===== config.mk =====
export PLATFORM = sky130hd
export DESIGN_NAME = dz_duty_ctrl
export DESIGN_NICKNAME = d
export VERILOG_FILES = /design/src/rtl/dzc_pkg.sv /design/src/rtl/dzc_sync.sv /design/src/rtl/dzc_decide.sv /design/src/rtl/dzc_duty_acc.sv /design/src/rtl/dzc_pwm.sv /design/src/rtl/dz_duty_ctrl.sv
export SDC_FILE = /design/constraint.sdc
export NUM_CORES = 1
export LEC_CHECK = 0
export BUFFER_PORTS_ARGS = -buffer_cell sky130_fd_sc_hd__buf_2
export CORE_MARGIN = 8
export CORE_UTILIZATION = 59
export DETAILED_ROUTE_END_ITERATION = 7
export PLACE_DENSITY = 0.8
export REMOVE_ABC_BUFFERS = 1
export SETUP_SLACK_MARGIN = 0.02
export SLEW_MARGIN = 20
export SYNTH_ARGS = -nofsm -noshare
export SYNTH_HDL_FRONTEND = slang
export SYNTH_HIERARCHICAL = 1
export SYNTH_SLANG_ARGS = --single-unit
export TNS_END_PERCENT = 5

===== constraint.sdc =====
create_clock -name clk -period 2.69 [get_ports clk]
set_input_delay 0.1345 -clock clk [delete_from_list [all_inputs] [get_ports clk]]
set_output_delay 0.1345 -clock clk [all_outputs]
set_load 0.01 [all_outputs]

===== src/rtl/dzc_pkg.sv =====
package dzc_pkg;
   typedef enum logic [1:0] {
      CMD_HOLD  = 2'd0,
      CMD_RAISE = 2'd1,
      CMD_LOWER = 2'd2,
      CMD_FAULT = 2'd3
   } dz_cmd_e;
endpackage


===== src/rtl/dzc_sync.sv =====
module dzc_sync #(
   parameter int STAGES = 2
) (
   input  logic clk,
   input  logic rst,
   input  logic d,
   output logic q
);
   logic [STAGES-1:0] chain;

   generate
      for (genvar s = 0; s < STAGES; s++) begin : g_stage
         if (s == 0) begin : g_first
            always_ff @(posedge clk) begin
               if (rst) chain[0] <= 1'b0;
               else     chain[0] <= d;
            end
         end else begin : g_next
            always_ff @(posedge clk) begin
               if (rst) chain[s] <= 1'b0;
               else     chain[s] <= chain[s-1];
            end
         end
      end
   endgenerate

   assign q = chain[STAGES-1];
endmodule


===== src/rtl/dzc_decide.sv =====
module dzc_decide
   import dzc_pkg::*;
(
   input  logic    low_s,
   input  logic    high_s,
   output dz_cmd_e cmd
);
   always_comb begin
      unique case ({high_s, low_s})
         2'b01:   cmd = CMD_RAISE;
         2'b10:   cmd = CMD_LOWER;
         2'b11:   cmd = CMD_FAULT;
         default: cmd = CMD_HOLD;
      endcase
   end
endmodule


===== src/rtl/dzc_duty_acc.sv =====
module dzc_duty_acc
   import dzc_pkg::*;
#(
   parameter int DW       = 6,
   parameter int MIN_VAL  = 4,
   parameter int MAX_VAL  = 40,
   parameter int INIT_VAL = 20,
   parameter int STEP     = 4
) (
   input  logic          clk,
   input  logic          rst,
   input  logic          tick,
   input  dz_cmd_e       cmd,
   output logic [DW-1:0] duty
);
   localparam logic [DW:0]   STEP_W = (DW+1)'(STEP);
   localparam logic [DW:0]   MAX_W  = (DW+1)'(MAX_VAL);
   localparam logic [DW:0]   LOW_W  = (DW+1)'(MIN_VAL + STEP);
   localparam logic [DW-1:0] MIN_D  = DW'(MIN_VAL);
   localparam logic [DW-1:0] MAX_D  = DW'(MAX_VAL);
   localparam logic [DW-1:0] INIT_D = DW'(INIT_VAL);

   logic [DW:0]   up_sum;
   logic [DW-1:0] up_sat;
   logic [DW-1:0] dn_sat;
   logic [DW-1:0] duty_nxt;

   assign up_sum = {1'b0, duty} + STEP_W;
   assign up_sat = (up_sum > MAX_W) ? MAX_D : up_sum[DW-1:0];
   assign dn_sat = ({1'b0, duty} < LOW_W) ? MIN_D : (duty - STEP_W[DW-1:0]);

   always_comb begin
      duty_nxt = duty;
      if (tick) begin
         unique case (cmd)
            CMD_RAISE: duty_nxt = up_sat;
            CMD_LOWER: duty_nxt = dn_sat;
            default:   duty_nxt = duty;
         endcase
      end
   end

   always_ff @(posedge clk) begin
      if (rst) duty <= INIT_D;
      else     duty <= duty_nxt;
   end
endmodule


===== src/rtl/dzc_pwm.sv =====
module dzc_pwm #(
   parameter int N = 6
) (
   input  logic         clk,
   input  logic         rst,
   input  logic [N-1:0] duty,
   output logic         gate,
   output logic         period_end
);
   logic [N-1:0] pcnt;

   assign period_end = &pcnt;

   always_ff @(posedge clk) begin
      if (rst) begin
         pcnt <= '0;
         gate <= 1'b0;
      end else begin
         pcnt <= pcnt + 1'b1;
         gate <= (pcnt < duty);
      end
   end
endmodule


===== src/rtl/dz_duty_ctrl.sv =====
module dz_duty_ctrl
   import dzc_pkg::*;
#(
   parameter int PWM_BITS    = 6,
   parameter int DUTY_MIN    = 4,
   parameter int DUTY_MAX    = 40,
   parameter int DUTY_INIT   = 20,
   parameter int DUTY_STEP   = 4,
   parameter int SYNC_STAGES = 2
) (
   input  logic                clk,
   input  logic                rst,
   input  logic                below_i,
   input  logic                above_i,
   output logic                gate_o,
   output logic [PWM_BITS-1:0] duty_o
);
   localparam int PERIOD = 1 << PWM_BITS;

   initial begin
      assert (PWM_BITS >= 2 && PWM_BITS <= 16) else $error("PWM_BITS out of range");
      assert (SYNC_STAGES >= 2) else $error("SYNC_STAGES must be at least 2");
      assert (DUTY_MIN <= DUTY_MAX) else $error("DUTY_MIN above DUTY_MAX");
      assert (DUTY_MAX < PERIOD) else $error("DUTY_MAX does not fit the period");
      assert (DUTY_INIT >= DUTY_MIN && DUTY_INIT <= DUTY_MAX) else $error("DUTY_INIT outside limits");
      assert (DUTY_STEP >= 1 && DUTY_STEP < PERIOD) else $error("DUTY_STEP out of range");
   end

   logic    low_s;
   logic    high_s;
   dz_cmd_e cmd;
   logic    period_end;

   dzc_sync #(.STAGES(SYNC_STAGES)) u_sync_lo (
      .clk(clk), .rst(rst), .d(below_i), .q(low_s)
   );

   dzc_sync #(.STAGES(SYNC_STAGES)) u_sync_hi (
      .clk(clk), .rst(rst), .d(above_i), .q(high_s)
   );

   dzc_decide u_decide (
      .low_s(low_s), .high_s(high_s), .cmd(cmd)
   );

   dzc_duty_acc #(
      .DW(PWM_BITS), .MIN_VAL(DUTY_MIN), .MAX_VAL(DUTY_MAX),
      .INIT_VAL(DUTY_INIT), .STEP(DUTY_STEP)
   ) u_acc (
      .clk(clk), .rst(rst), .tick(period_end), .cmd(cmd), .duty(duty_o)
   );

   dzc_pwm #(.N(PWM_BITS)) u_pwm (
      .clk(clk), .rst(rst), .duty(duty_o), .gate(gate_o), .period_end(period_end)
   );
endmodule


==> results.json, run 1 <==
{
  "seq_area_frac_synth": 0.338,
  "drc": 0,
  "ir_worst_vdd_uv": 307,
  "power_density_nw_per_um2": 416,
  "cp.required_ns": 2.86,
  "slowest_delay_ns": 0.58,
  "crit_chain": "ha_1 -> and4b_4 -> a211oi_2 -> nand2_1 -> a311o_1",
  "fill_cells": 137,
  "postCtsSetupRepairBufs": 0,
  "core-area_um2": 1450,
  "ys_ff_latch": 15,
  "finish.utilization": 0.635,
  "cp-end-kind": "register",
  "htreeDepth": 1,
  "avgSynthCellArea_um2": 8.88,
  "fp.dieH_um": 54.8,
  "final_cell_mix": "dfxtp_1 (15), inv_1 (11), ha_1 (10)",
  "cts_resized": 0,
  "outcome": "finished clean",
  "viasPerCell": 5.76,
  "rsz0062_at_grt": "no",
  "wirelength_um": 1540,
  "min-delay-path-class": "in -> reg",
  "nNetsFinal": 120,
  "period_minus_slack_ns": 1.84,
  "setup-tns-final_ns": 0,
  "setup_viol_count_final": 0,
  "cpLargestDelayFamily": "flip-flops",
  "dr.pass1.iters": 4,
  "cp_num_buf_inv": 0,
  "start_util": 0.611,
  "io_buffers": 8,
  "synthDominantCellAreaShare": 0.338,
  "placed_area_um2": 896,
  "cts_tree": "done",
  "grt_pass1_vias": 664,
  "synth.area.top_cells": "dfxtp_1 (34%), ha_1 (14%), inv_1 (4.6%)",
  "critPathArrivalTime_ns": 2.01,
  "drt_iter0_drc": 15,
  "critical_path.slowest_cell": "dfxtp_1",
  "worstPathMaxFanout": 13,
  "drive_gt1_frac": 0.162,
  "grt_max_degree": 16,
  "cts_root_buf": "clkbuf_4",
  "stdcell_area_um2": 923,
  "grt_pass1_wl_um": 2710,
  "final_common_cell": "dfxtp_1",
  "place_congestion": 0.828,
  "finalHoldViolCount": 0,
  "routedWlPerCell_um": 12.8,
  "die_w_um": 54.8,
  "clk_latency_ns": 0.28,
  "max_freq_ghz": 0.544,
  "dieArea_um2": 3000,
  "antenna_found_initial": 0,
  "drv_slew": 0,
  "synthesis.area_um2": 888,
  "netlist_instances": 100,
  "maxCapViolCount": 0,
  "synth_async_sr_flop_share": 0,
  "p_leak_nw": 0.414,
  "track_usage": 0.123,
  "cp-start-kind": "register",
  "ant_nets": 0,
  "critical_path_class": "reg -> reg",
  "synth_cell_type_count": 38,
  "num_antenna_cells": 0,
  "cts_buffer_depth": 2,
  "rows": 14,
  "ios": 11,
  "synth-edff-count": 0,
  "area_delta_synth_final_pct": 3.94,
  "synth.largest_area_cell": "dfxtp_1",
  "finalClockSkew_ns": 0.000585,
  "timing.reg2reg.setup_slack_ns": 0.85,
  "synth_ff_type": "dfxtp_1",
  "dp_hpwl_um": 1170,
  "clock-sinks": 15,
  "synth_warnings": 6,
  "vias": 697,
  "cts_inserted_buffers": 3,
  "clk_pin_slew_ns": 0.09,
  "postCtsHoldBufs": 0,
  "grt-ovfl-total": 0,
  "fin_crit_sh": 0.684
}
flip-flops by register name, indices dropped and copies added, names as in the netlist:
signal and flops:
u_sync_hi/q 1, u_acc/duty 4, u_sync_hi/chain 1, u_pwm/pcnt 6
u_sync_lo/q 1, u_pwm/gate 1, u_sync_lo/chain 1
cell families (layout without fill, tap and decap cells):
kind of cell / Yosys count / after routing / synth area share
buffers and inverters: 19 / 23 / 0.110
AND/OR/NAND/NOR: 30 / 30 / 0.192
adder cells (fa/ha/maj): 10 / 10 / 0.141
other: 1 / 2 / 0.00422
AO/OA/AOI/OAI: 21 / 21 / 0.175
multiplexers: 1 / 1 / 0.0113
XOR/XNOR: 3 / 3 / 0.0296
flip-flops: 15 / 15 / 0.338
power by group:
part	switching [mW]	internal (mW)	leakage (nW)
Sequential	0.00498	0.229	0.123
Combinational	0.0137	0.0116	0.274
Clock	0.0697	0.0551	0.0177
Total	0.0883	0.296	0.414
metal layers:
| metal | global-route usage | share of wire | up-vias |
|---|---|---|---|
| li1 | - | - | 353 |
| met1 | 0.137 | 0.45 | 328 |
| met2 | 0.204 | 0.49 | 14 |
| met3 | 0.0326 | 0.051 | 2 |
| met4 | 0.0779 | 0.010 | 0 |
| met5 | 0 | 0 | - |
cell type report:
class / instances / area [um2] / share of cell area
Clock buffer: 3 / 22.5 / 0.0244
Sequential cell: 15 / 300 / 0.325
Multi-Input combinational cell: 67 / 494 / 0.535
Tap cell: 16 / 20.0 / 0.0217
Clock inverter: 1 / 5.00 / 0.00542
Timing Repair Buffer: 8 / 40.0 / 0.0434
Inverter: 11 / 41.3 / 0.0447
metrics by stage:
stage          setup slack (ns)  hold WS, ns  cells  power [mW]
5_1_grt                   0.734       0.0425    121       0.408
6_report                  0.850       0.0618    121       0.384
4_1_cts                   0.859       0.0518    121       0.391
3_5_place_dp              0.869        0.351    117       0.265
2_1_floorplan             0.978        0.201     93       0.255
3_3_place_gp              0.970        0.344    117       0.264
worst reg2reg max path, cell delays in order (launching register included):
cell,delay (ns)
dfxtp_1,0.58
ha_1,0.33
and4b_4,0.23
a211oi_2,0.24
nand2_1,0.10
a311o_1,0.26
cell usage after synthesis, drive strengths merged, types with 2 or more instances:
library cell,n
buf,5
nor2b,6
ha,10
dfxtp,15
nor3,3
xor2,2
o21ai,4
nand2,3
inv,11
a21oi,3
nor2,9
clkbuf,3
nand3,3
path summary, 6_finish.rpt:
path,from,end,depth (start not counted)
setup / recovery,u_acc/duty[3],u_acc/duty[2],5
hold reg to reg,u_sync_hi/chain[0],u_sync_hi/q,1
hold / removal,below_i,u_sync_lo/chain[0],2
setup reg to reg,u_acc/duty[3],u_acc/duty[2],5
No activity file was read; power rests on OpenSTA's default activity.
==> run 2, diff against run 1 <==
--- a/config.mk
+++ b/config.mk
@@ -5,11 +5,12 @@
 export SDC_FILE = /design/constraint.sdc
 export NUM_CORES = 1
 export LEC_CHECK = 0
+export ABC_AREA = 1
 export BUFFER_PORTS_ARGS = -buffer_cell sky130_fd_sc_hd__buf_2
 export CORE_MARGIN = 8
-export CORE_UTILIZATION = 59
+export CORE_UTILIZATION = 50
 export DETAILED_ROUTE_END_ITERATION = 7
-export PLACE_DENSITY = 0.8
+export PLACE_DENSITY = 0.72
 export REMOVE_ABC_BUFFERS = 1
 export SETUP_SLACK_MARGIN = 0.02
 export SLEW_MARGIN = 20
==> constraint.sdc (replaced) <==
create_clock -name clk -period 1.6 [get_ports clk]
set_input_delay 0.08 -clock clk [delete_from_list [all_inputs] [get_ports clk]]
set_output_delay 0.08 -clock clk [all_outputs]
set_load 0.01 [all_outputs]
==> results.json, run 2 <==
{
  "grt_max_degree": 15,
  "outcome": "finished clean",
  "cp.required_ns": 1.79,
  "cp.depth": 10,
  "cts_buffer_depth": 2,
  "drt_iter0_drc": 19,
  "clock-sinks": 15,
  "p_leak_nw": 0.565,
  "drv_slew": 0,
  "drive_gt1_frac": 0.190,
  "crit_chain": "inv_1 -> ha_1 -> inv_2 -> nor2_1 -> nor2_1 -> nand2_1 -> nand3_2 -> nand3_1 -> nand2_1 -> inv_1",
  "fp.dieH_um": 60.0,
  "place_congestion": 0.902,
  "synth_warnings": 6,
  "maxCapViolCount": 0,
  "postCtsSetupRepairBufs": 0,
  "htreeDepth": 1,
  "ant_nets": 0,
  "total_power_uw": 666,
  "viasPerCell": 4.63,
  "fin_cells": 180,
  "final_common_cell": "nand2_1",
  "cts_tree": "done",
  "critical_path.slowest_cell": "dfxtp_1",
  "hold_end": "u_pwm/pcnt[1]",
  "synthDominantCellAreaShare": 0.310,
  "min_from": "rst",
  "worstPathMaxFanout": 5,
  "track_usage": 0.112,
  "final_cell_mix": "nand2_1 (31), inv_1 (24), nor2_1 (18)",
  "dr.pass1.iters": 4,
  "power_density_nw_per_um2": 621,
  "ir_worst_vdd_uv": 517,
  "cp-end-kind": "register",
  "rows": 16,
  "ys_top_cells_by_count": "nand2_1 (31), inv_1 (24), nor2_1 (18)",
  "cp_num_buf_inv": 3,
  "synth.area.top_cells": "dfxtp_1 (31%), ha_1 (13%), nand2_1 (12%)",
  "slowest_delay_ns": 0.44,
  "num_antenna_cells": 0,
  "core-area_um2": 1900,
  "start_util": 0.509,
  "area_delta_synth_final_pct": 11.0,
  "wirelength_um": 1720,
  "reg2reg_to": "u_acc/duty[3]",
  "die_w_um": 60.0,
  "drc": 0,
  "setup_viol_count_final": 0,
  "grt_pass1_wl_um": 3130,
  "r2r_start": "u_acc/duty[2]",
  "netlist_instances": 141,
  "setup-tns-final_ns": 0,
  "dp.cells": 174,
  "cts_inserted_buffers": 3,
  "cts_root_buf": "clkbuf_4",
  "worstRegToRegCells": 10,
  "synth.largest_area_cell": "dfxtp_1",
  "critPathArrivalTime_ns": 1.59,
  "largest_reg_flops": 6,
  "fin_crit_sh": 0.880,
  "synth-edff-count": 0,
  "synthesis.area_um2": 967,
  "ios": 11,
  "hold_slack_ns": 0.130,
  "grt-ovfl-total": 0,
  "reg_top3": "u_pwm/pcnt x6, u_acc/duty x4",
  "period_minus_slack_ns": 1.41,
  "synth.most_common_cell": "nand2_1",
  "holdPathStages": 2,
  "ys_ff_latch": 15,
  "cpLargestDelayFamily": "flip-flops",
  "dieArea_um2": 3600,
  "synth_cell_type_count": 23,
  "routedWlPerCell_um": 9.54,
  "grt_pass1_vias": 767,
  "antenna_found_initial": 0,
  "clk_pin_slew_ns": 0.09,
  "synth_ff_type": "dfxtp_1",
  "nNetsFinal": 168,
  "finalHoldViolCount": 0,
  "clk_latency_ns": 0.28,
  "dp_hpwl_um": 1380,
  "finalClockSkew_ns": 0.00702,
  "avgSynthCellArea_um2": 6.86,
  "timing.reg2reg.setup_slack_ns": 0.19,
  "rsz0062_at_grt": "no",
  "io_buffers": 8,
  "max_freq_ghz": 0.710,
  "vias": 833,
  "seq_area_frac_synth": 0.310,
  "top_register": "u_pwm/pcnt",
  "synth_async_sr_flop_share": 0,
  "cp-start-kind": "register",
  "min-delay-path-class": "in -> reg",
  "critical_path_class": "reg -> reg"
}
## run 2: layout make-up
cell class              count  area, um2
repair buffers             12       75.1
inverters                  30        126
clock buffers               4       26.3
well taps                  27       33.8
multi-input cells          92        510
flip-flops and latches     15        302
fillers                   184        828
## run 2: worst max path at each step
stage / end / slack [ns] / start
final: u_acc/duty[3] / 0.19 / u_acc/duty[2]
after global routing: u_acc/duty[3] / 0.06 / u_acc/duty[2]
after CTS: u_acc/duty[3] / 0.16 / u_acc/duty[3]
after detailed placement: u_acc/duty[3] / 0.17 / u_acc/duty[3]
after global placement: u_acc/duty[3] / 0.19 / u_acc/duty[3]
after floorplan: u_acc/duty[3] / 0.18 / u_acc/duty[2]
## run 2: kinds of logic (layout without fill, tap and decap cells)
family | count (synthesis) | in the layout | share of synthesized area
AND/OR/NAND/NOR | 67 | 67 | 0.318
buffers and inverters | 35 | 46 | 0.166
flip-flops | 15 | 15 | 0.310
AO/OA/AOI/OAI | 12 | 12 | 0.0634
adder cells (fa/ha/maj) | 10 | 10 | 0.129
other | 1 | 2 | 0.00388
XOR/XNOR | 1 | 1 | 0.00906
## run 2: power breakdown
| group | total (mW) | internal, mW | switching [mW] |
|---|---|---|---|
| logic | 0.0634 | 0.0276 | 0.0358 |
| registers | 0.394 | 0.386 | 0.00803 |
| clock network | 0.209 | 0.0967 | 0.113 |
## run 2: repair_timing
| action | 4_1_cts | 5_1_grt |
|---|---|---|
| hold buffers | 2 | 0 |
| endpoints found under the hold margin | 2 | 0 |
| endpoints found under the setup margin | 0 | 1 |
| resized for setup | 0 | 1 |
## run 2: through the flow
stage | setup WS (ns) | utilization | area [um2]
floorplan | 0.183 | - | 937
global placement | 0.187 | 0.539 | 1030
detailed placement | 0.166 | 0.539 | 1030
CTS | 0.156 | 0.564 | 1070
global route | 0.0598 | 0.564 | 1070
finish | 0.191 | 0.564 | 1070
## run 2: metal layers
metal / up-vias / part of all wire / track usage
met5: - / 0 / 0
met4: 0 / 0.0041 / 0.0204
met3: 2 / 0.061 / 0.0452
met2: 18 / 0.47 / 0.197
met1: 367 / 0.46 / 0.124
li1: 446 / - / -
